--- src/rtl/tcnt_pkg.sv ---
package tcnt_pkg;
  typedef enum logic [1:0] {
    MODE_FREE     = 2'd0,
    MODE_MATCH    = 2'd1,
    MODE_UPDN     = 2'd2,
    MODE_FREE_ALT = 2'd3
  } tc_mode_e;

  typedef enum logic {
    DIR_UP = 1'b0,
    DIR_DN = 1'b1
  } tc_dir_e;

  localparam logic [1:0] ADR_LO   = 2'd0;
  localparam logic [1:0] ADR_HI   = 2'd1;
  localparam logic [1:0] ADR_STAT = 2'd2;
endpackage

--- src/rtl/tcnt_busif.sv ---
module tcnt_busif #(
  parameter int BW = 8,
  parameter int AW = 2,
  localparam int W = 2 * BW
) (
  input  logic          clk,
  input  logic          rst,
  input  logic [AW-1:0] addr,
  input  logic [BW-1:0] wdata,
  input  logic          rd,
  input  logic          wr,
  input  logic [W-1:0]  cnt,
  input  logic          flag,
  output logic [BW-1:0] rdata,
  output logic [BW-1:0] temp,
  output logic          ld_en,
  output logic [W-1:0]  ld_val,
  output logic          flag_clr
);
  import tcnt_pkg::*;

  logic sel_lo, sel_hi, sel_st;

  assign sel_lo   = (addr == AW'(ADR_LO));
  assign sel_hi   = (addr == AW'(ADR_HI));
  assign sel_st   = (addr == AW'(ADR_STAT));
  assign ld_en    = wr && sel_lo;
  assign ld_val   = {temp, wdata};
  assign flag_clr = wr && sel_st && wdata[0];

  // Holding byte: a high-byte write fills it, a low-byte read snapshots it
  always_ff @(posedge clk) begin
    if (rst) begin
      temp <= '0;
    end else if (wr && sel_hi) begin
      temp <= wdata;
    end else if (rd && sel_lo) begin
      temp <= cnt[W-1:BW];
    end
  end

  always_ff @(posedge clk) begin
    if (rst) begin
      rdata <= '0;
    end else if (rd) begin
      if (sel_lo)      rdata <= cnt[BW-1:0];
      else if (sel_hi) rdata <= temp;
      else if (sel_st) rdata <= {{(BW-1){1'b0}}, flag};
      else             rdata <= '0;
    end
  end
endmodule

--- src/rtl/tcnt_core.sv ---
module tcnt_core #(
  parameter int BW = 8,
  localparam int W = 2 * BW
) (
  input  logic              clk,
  input  logic              rst,
  input  logic              tick_en,
  input  tcnt_pkg::tc_mode_e mode,
  input  logic [W-1:0]      top_val,
  input  logic              retrig,
  input  logic              ld_en,
  input  logic [W-1:0]      ld_val,
  output logic [W-1:0]      cnt,
  output logic              evt,
  output logic              at_top,
  output logic              at_bottom
);
  import tcnt_pkg::*;

  tc_dir_e      dir_q, dir_d;
  logic [W-1:0] cnt_d;
  logic [W-1:0] lim;
  logic         step;

  assign lim       = (mode == MODE_MATCH || mode == MODE_UPDN) ? top_val : '1;
  assign at_top    = (cnt == lim);
  assign at_bottom = (cnt == '0);
  assign step      = tick_en || retrig;

  always_comb begin
    cnt_d = cnt;
    dir_d = dir_q;
    evt   = 1'b0;
    if (ld_en) begin
      cnt_d = ld_val;
    end else if (step) begin
      unique case (mode)
        MODE_UPDN: begin
          if (retrig || (dir_q == DIR_UP && cnt >= top_val)) begin
            dir_d = DIR_DN;
            cnt_d = (cnt == '0) ? '0 : cnt - 1'b1;
          end else if (dir_q == DIR_DN && cnt == '0) begin
            dir_d = DIR_UP;
            cnt_d = cnt + 1'b1;
            evt   = 1'b1;
          end else if (dir_q == DIR_UP) begin
            cnt_d = cnt + 1'b1;
          end else begin
            cnt_d = cnt - 1'b1;
          end
        end
        MODE_MATCH: begin
          if (retrig || cnt == top_val) begin
            cnt_d = '0;
            evt   = 1'b1;
          end else begin
            cnt_d = cnt + 1'b1;
          end
        end
        default: begin
          if (retrig || cnt == '1) begin
            cnt_d = '0;
            evt   = 1'b1;
          end else begin
            cnt_d = cnt + 1'b1;
          end
        end
      endcase
    end
  end

  always_ff @(posedge clk) begin
    if (rst) begin
      cnt   <= '0;
      dir_q <= DIR_UP;
    end else begin
      cnt   <= cnt_d;
      dir_q <= dir_d;
    end
  end
endmodule

--- src/rtl/tcnt_flag.sv ---
module tcnt_flag (
  input  logic clk,
  input  logic rst,
  input  logic evt,
  input  logic clr,
  output logic pulse,
  output logic flag
);
  always_ff @(posedge clk) begin
    if (rst) begin
      pulse <= 1'b0;
      flag  <= 1'b0;
    end else begin
      pulse <= evt;
      if (evt)      flag <= 1'b1;
      else if (clr) flag <= 1'b0;
    end
  end
endmodule

--- src/rtl/tick_counter16.sv ---
module tick_counter16 #(
  parameter int BW = 8,
  parameter int AW = 2,
  localparam int W = 2 * BW
) (
  input  logic          clk,
  input  logic          rst,
  input  logic          tick_en,
  input  logic [1:0]    mode,
  input  logic [W-1:0]  top_val,
  input  logic          retrig,
  input  logic [AW-1:0] addr,
  input  logic [BW-1:0] wdata,
  input  logic          rd,
  input  logic          wr,
  output logic [BW-1:0] rdata,
  output logic          at_top,
  output logic          at_bottom,
  output logic          ovf_pulse,
  output logic          ovf_flag
);
  import tcnt_pkg::*;

  logic [W-1:0]  cnt_q;
  logic [BW-1:0] temp_q;
  logic          ld_en;
  logic [W-1:0]  ld_val;
  logic          flag_clr;
  logic          evt;

  tcnt_busif #(.BW(BW), .AW(AW)) u_bus (
    .clk(clk), .rst(rst), .addr(addr), .wdata(wdata), .rd(rd), .wr(wr),
    .cnt(cnt_q), .flag(ovf_flag), .rdata(rdata), .temp(temp_q),
    .ld_en(ld_en), .ld_val(ld_val), .flag_clr(flag_clr)
  );

  tcnt_core #(.BW(BW)) u_core (
    .clk(clk), .rst(rst), .tick_en(tick_en), .mode(tc_mode_e'(mode)),
    .top_val(top_val), .retrig(retrig), .ld_en(ld_en), .ld_val(ld_val),
    .cnt(cnt_q), .evt(evt), .at_top(at_top), .at_bottom(at_bottom)
  );

  tcnt_flag u_flag (
    .clk(clk), .rst(rst), .evt(evt), .clr(flag_clr),
    .pulse(ovf_pulse), .flag(ovf_flag)
  );
endmodule

--- config.mk ---
export PLATFORM = sky130hd
export DESIGN_NAME = tick_counter16
export DESIGN_NICKNAME = d
export VERILOG_FILES = /design/src/rtl/tcnt_pkg.sv /design/src/rtl/tcnt_busif.sv /design/src/rtl/tcnt_core.sv /design/src/rtl/tcnt_flag.sv /design/src/rtl/tick_counter16.sv
export SDC_FILE = /design/constraint.sdc
export NUM_CORES = 1
export LEC_CHECK = 0
export ABC_CLOCK_PERIOD_IN_PS = 4300
export BUFFER_PORTS_ARGS = -buffer_cell sky130_fd_sc_hd__buf_4
export CELL_PAD_IN_SITES_DETAIL_PLACEMENT = 1
export CELL_PAD_IN_SITES_GLOBAL_PLACEMENT = 1
export CORE_MARGIN = 3
export CORE_UTILIZATION = 43
export CTS_BUF_LIST = sky130_fd_sc_hd__clkbuf_16
export CTS_CLUSTER_DIAMETER = 30
export DETAILED_ROUTE_END_ITERATION = 7
export PLACE_DENSITY = 0.78
export SLEW_MARGIN = 15
export SYNTH_ARGS = -nofsm -noshare
export SYNTH_HDL_FRONTEND = slang
export SYNTH_SLANG_ARGS = --single-unit
--- constraint.sdc ---
create_clock -name clk -period 4.3 [get_ports clk]
set_input_delay 0.645 -clock clk [delete_from_list [all_inputs] [get_ports clk]]
set_output_delay 0.645 -clock clk [all_outputs]
set_load 0.01 [all_outputs]
==> results.toml <==
[synthesis]
yosys.area_share.adder_pct = 7.24
dominant_combinational_cell_family_by_area_after_synthesis = "simple AND/OR/NAND/NOR gates"
synth_fp_nets = 550
synth-async-reset-ratio_pct = 0
synth_cell_types = 73
synth-compound-area-share_pct = 24.4
yosys_register_bits = 35
syn-cell-area_sq_um = 3630
synth_xor_area_share_pct = 5.79
yosys-top-cells-area = "sky130_fd_sc_hd__dfxtp_1 19%, sky130_fd_sc_hd__ha_1 7.2%, sky130_fd_sc_hd__nor2_1 5.7%"
synth_edf_count = 0
area_fraction_of_the_dominant_cell_type_after_synthesis_pct = 19.3
yosys.area_share.simple_pct = 31.6
yosys_warnings = 0
yosysTopAreaCell = "sky130_fd_sc_hd__dfxtp_1"
synthesis.instances = 495
synth-seq-area-share_pct = 19.3
synthFlopType = "sky130_fd_sc_hd__dfxtp_1"
mux_share_of_post_synthesis_cell_area_pct = 2.69
postSynthAreaPerCell_sq_um = 7.33

[clock_network]
numCtsBuffers = 5
post_cts_hold_buffer_count = 0
cts.sinks = 35
htreeDepth = 2
tritoncts = "yes"
root_buffer = "sky130_fd_sc_hd__clkbuf_16"
clk-insertion-delay-late_ps = 280
deepest_clock_path_buffer_count = 2
post-cts-setup-buffers = 0
ctsResizeCount = 0
worst_setup_hold_path_clk_slew_ps = 60

[detailed_routing]
route.detailed.drc = 0
drt_wl_total_um = 13800
wl_met3_um = 953
drt-initial-drc-count = 296
vias = 4061
viasPerCell = 6.45
topRoutingLayerUsed = "met4"
post_drt_wl_per_cell_um = 21.9
detailedRoute.firstPassIterationCount = 4
m1WireLength_um = 5770
postRouteAntennaNets = 0
detailroute.wirelength.met2_um = 6680

[die]
boundaryPins = 46
die-width_um = 97.9
placementRows = 32
coreArea_sq_um = 7970
initial_standard_cell_utilization_of_the_core_pct = 45.6
fp.dieH_um = 97.9
dieArea_sq_um = 9580

[final_layout]
layout-drive-gt1-share_pct = 19.1
areaGrowthSynthToFinish_pct = 14.3
nNetsFinal = 582
seqCellArea_sq_um = 701
antenna_diode_count = 0
nFillCells = 1046
combined_area_of_the_multi_input_logic_cells_sq_um = 2600

[power_and_ir_drop]
sequentialPowerShare_pct = 29.8
power.share.combinational_pct = 36.3
net-switching-power_mw = 0.453
pwr-share-clk_pct = 34.0
finalPower_mw = 1.25
irDropWorstVdd_uv = 242
power-per-cell-area_nw_per_um2 = 301
switching_share_pct = 36.3
internal_power_mw = 0.796
leakage_nw = 1.69

[placement]
routabilityCongestion = 0.930
place_worst_setup_slack_ps = 675
post-dp-hpwl_um = 10500
buffer_ports.inserted = 45

[sta]
total_setup_violations_reported_at_the_end_of_the_flow = 0
timing.final.ws_setup_ps = 920
worst_slew_margin_rel_pct = 37.1
worst_pin_slew_ps = 941
final.hold.worst_slack_ps = 491
fin_setup_tns_ps = 0
maxClockFrequency_mhz = 296
min_period_ps = 3380
hold_viol = 0
finalMaxSlewViolations = 0
setup_repair_after_global_routing_missed_its_margin = "false"
finalClockSkew_ps = 5.47
fin_crit_sh_pct = 78.6

[hold_path]
hold_path_class = "flop to flop"
whs_endpoint = "u_bus.temp[5]"
timing.hold.worst_path_depth = 2
min_from = "u_bus.temp[5]"

[setup_path]
critical-path-max-stage-delay_ps = 650
worst-r2r-cell-count = 10
timing.critical_path.fanout_max = 7
path_cells = "inv_1 -> ha_1 -> nand2b_1 -> a2111oi_1 -> a2111oi_2 -> or4_2 -> a21oi_4 -> mux2_2 -> a32oi_1 -> o21ai_0"
regToRegStartpoint = "u_core.cnt[0]"
critical_path.endpoint_type = "flop"
ff2ff_setup_slack_ps = 920
critical_path.startpoint_type = "flop"
worstReg2RegEnd = "u_core.cnt[11]"
timing.critical_path.max_delay_family = "compound AO/OA/AOI/OAI gates"
critPathBufInv = 1
critPathRequiredTime_ps = 4460
cp.arrival_ps = 3540
crit_type = "flop to flop"
critical_path.slowest_cell = "sky130_fd_sc_hd__or4_2"

[global_route]
globalRouteOverflowTotal = 0
gr-usage-all-layers_pct = 28.6
grt_pass1_vias = 4137
grt_max_degree = 34
grt_first_pass_wirelength_um = 22200
grt_antenna_before_repair = 0

[run_status]
run_status = "finished, final reports clean"

[job]
count_of_maximum_capacitance_violations = 0
-- cell usage after synthesis (9+ instances only) --
cell type                   n
sky130_fd_sc_hd__o21ai_0   24
sky130_fd_sc_hd__dfxtp_1   35
sky130_fd_sc_hd__a21oi_1   37
sky130_fd_sc_hd__xor2_1    13
sky130_fd_sc_hd__ha_1      21
sky130_fd_sc_hd__nor2_1    55
sky130_fd_sc_hd__nor2b_1    9
sky130_fd_sc_hd__nor3_1    32
sky130_fd_sc_hd__o22ai_1   13
sky130_fd_sc_hd__nand2_1   34
sky130_fd_sc_hd__clkbuf_1  21
sky130_fd_sc_hd__inv_1     28
sky130_fd_sc_hd__nand4_1    9
sky130_fd_sc_hd__xnor2_1   11
sky130_fd_sc_hd__nand3_1   12
-- power by group through the flow --
stage                     Combinational, mW  Clock [mW]  Sequential, mW
after floorplan                       0.306           0           0.369
after global placement                0.430           0           0.377
after detailed placement              0.444           0           0.378
after CTS                             0.447       0.431           0.371
after global routing                  0.495       0.447           0.374
final                                 0.453       0.424           0.372
-- cell usage in the layout, fill, tap and decap left out, types with 5 or more instances in the layout --
master / instances
sky130_fd_sc_hd__clkbuf_16: 5
sky130_fd_sc_hd__or2_2: 5
sky130_fd_sc_hd__or3_1: 6
sky130_fd_sc_hd__o211ai_1: 5
sky130_fd_sc_hd__buf_4: 59
sky130_fd_sc_hd__nor2b_1: 9
sky130_fd_sc_hd__nand4_1: 9
sky130_fd_sc_hd__a21oi_1: 37
sky130_fd_sc_hd__o221ai_1: 5
sky130_fd_sc_hd__dfxtp_1: 35
sky130_fd_sc_hd__a211oi_1: 5
sky130_fd_sc_hd__nor2_1: 55
sky130_fd_sc_hd__inv_1: 28
sky130_fd_sc_hd__nand2_1: 34
sky130_fd_sc_hd__o21ai_0: 24
sky130_fd_sc_hd__nor3b_1: 7
sky130_fd_sc_hd__nor4_1: 8
sky130_fd_sc_hd__o22ai_1: 13
sky130_fd_sc_hd__ha_1: 21
sky130_fd_sc_hd__xnor2_1: 11
sky130_fd_sc_hd__nor3_1: 32
sky130_fd_sc_hd__nand3_1: 12
sky130_fd_sc_hd__and3_1: 8
sky130_fd_sc_hd__xor2_1: 13
sky130_fd_sc_hd__mux2_2: 6
-- per-layer routing --
layer,vias up,global-route usage (%)
met4,0,9.48
met3,35,3.64
met5,-,0
met1,1967,38.0
met2,173,48.0
li1,1886,-
-- flip-flops by register name, summed over array words and instances (netlist names) --
signal	cells
u_bus.temp	8
u_flag.flag	1
u_core.dir_q	1
u_flag.pulse	1
u_bus.rdata	8
u_core.cnt	16
-- how the worst max path moves through the flow --
stage | from | to | slack [ps] | cells after the start
2_1_floorplan | top_val[0] | u_core.cnt[11] | 1140 | 9
3_3_place_gp | top_val[7] | u_core.cnt[11] | 800 | 11
3_5_place_dp | top_val[7] | u_core.cnt[11] | 670 | 11
4_1_cts | u_core.cnt[0] | u_core.cnt[11] | 960 | 10
5_1_grt | u_core.cnt[5] | u_core.cnt[5] | 740 | 9
6_report | u_core.cnt[0] | u_core.cnt[11] | 920 | 10
-- stage by stage --
stage          instance area (sq um)  util [%]  std cells
3_5_place_dp                    3980      50.0        622
2_1_floorplan                   3630         -        495
3_3_place_gp                    3980      50.0        622
4_1_cts                         4150      52.1        630
6_report                        4150      52.1        630
5_1_grt                         4150      52.1        630
-- final cells by class --
cell class	count	area share, %
inverter	28	2.53
timing repair buffer	59	10.7
sequential	35	16.9
clock inverter	3	1.06
tap	102	3.08
clock buffer	5	3.02
multi-input combinational	398	62.8
-- cell families (layout without fill, tap and decap cells) --
family | Yosys count | in the layout
compound gates | 130 | 130
mux | 9 | 9
flops | 35 | 35
buf+inv | 62 | 95
xor+xnor | 24 | 24
fa+ha+maj | 21 | 21
simple gates | 214 | 214
-- worst register-to-register path, delay by kind of cell (launching register included) --
kind | cells | cell delay (ps)
muxes | 1 | 380
adders and majority gates | 1 | 320
AOI/OAI and AO/OA | 5 | 1170
DFF | 1 | 310
buffers and inverters | 1 | 280
and+or+nand+nor | 2 | 800
Power figures use the tool's default switching activity.
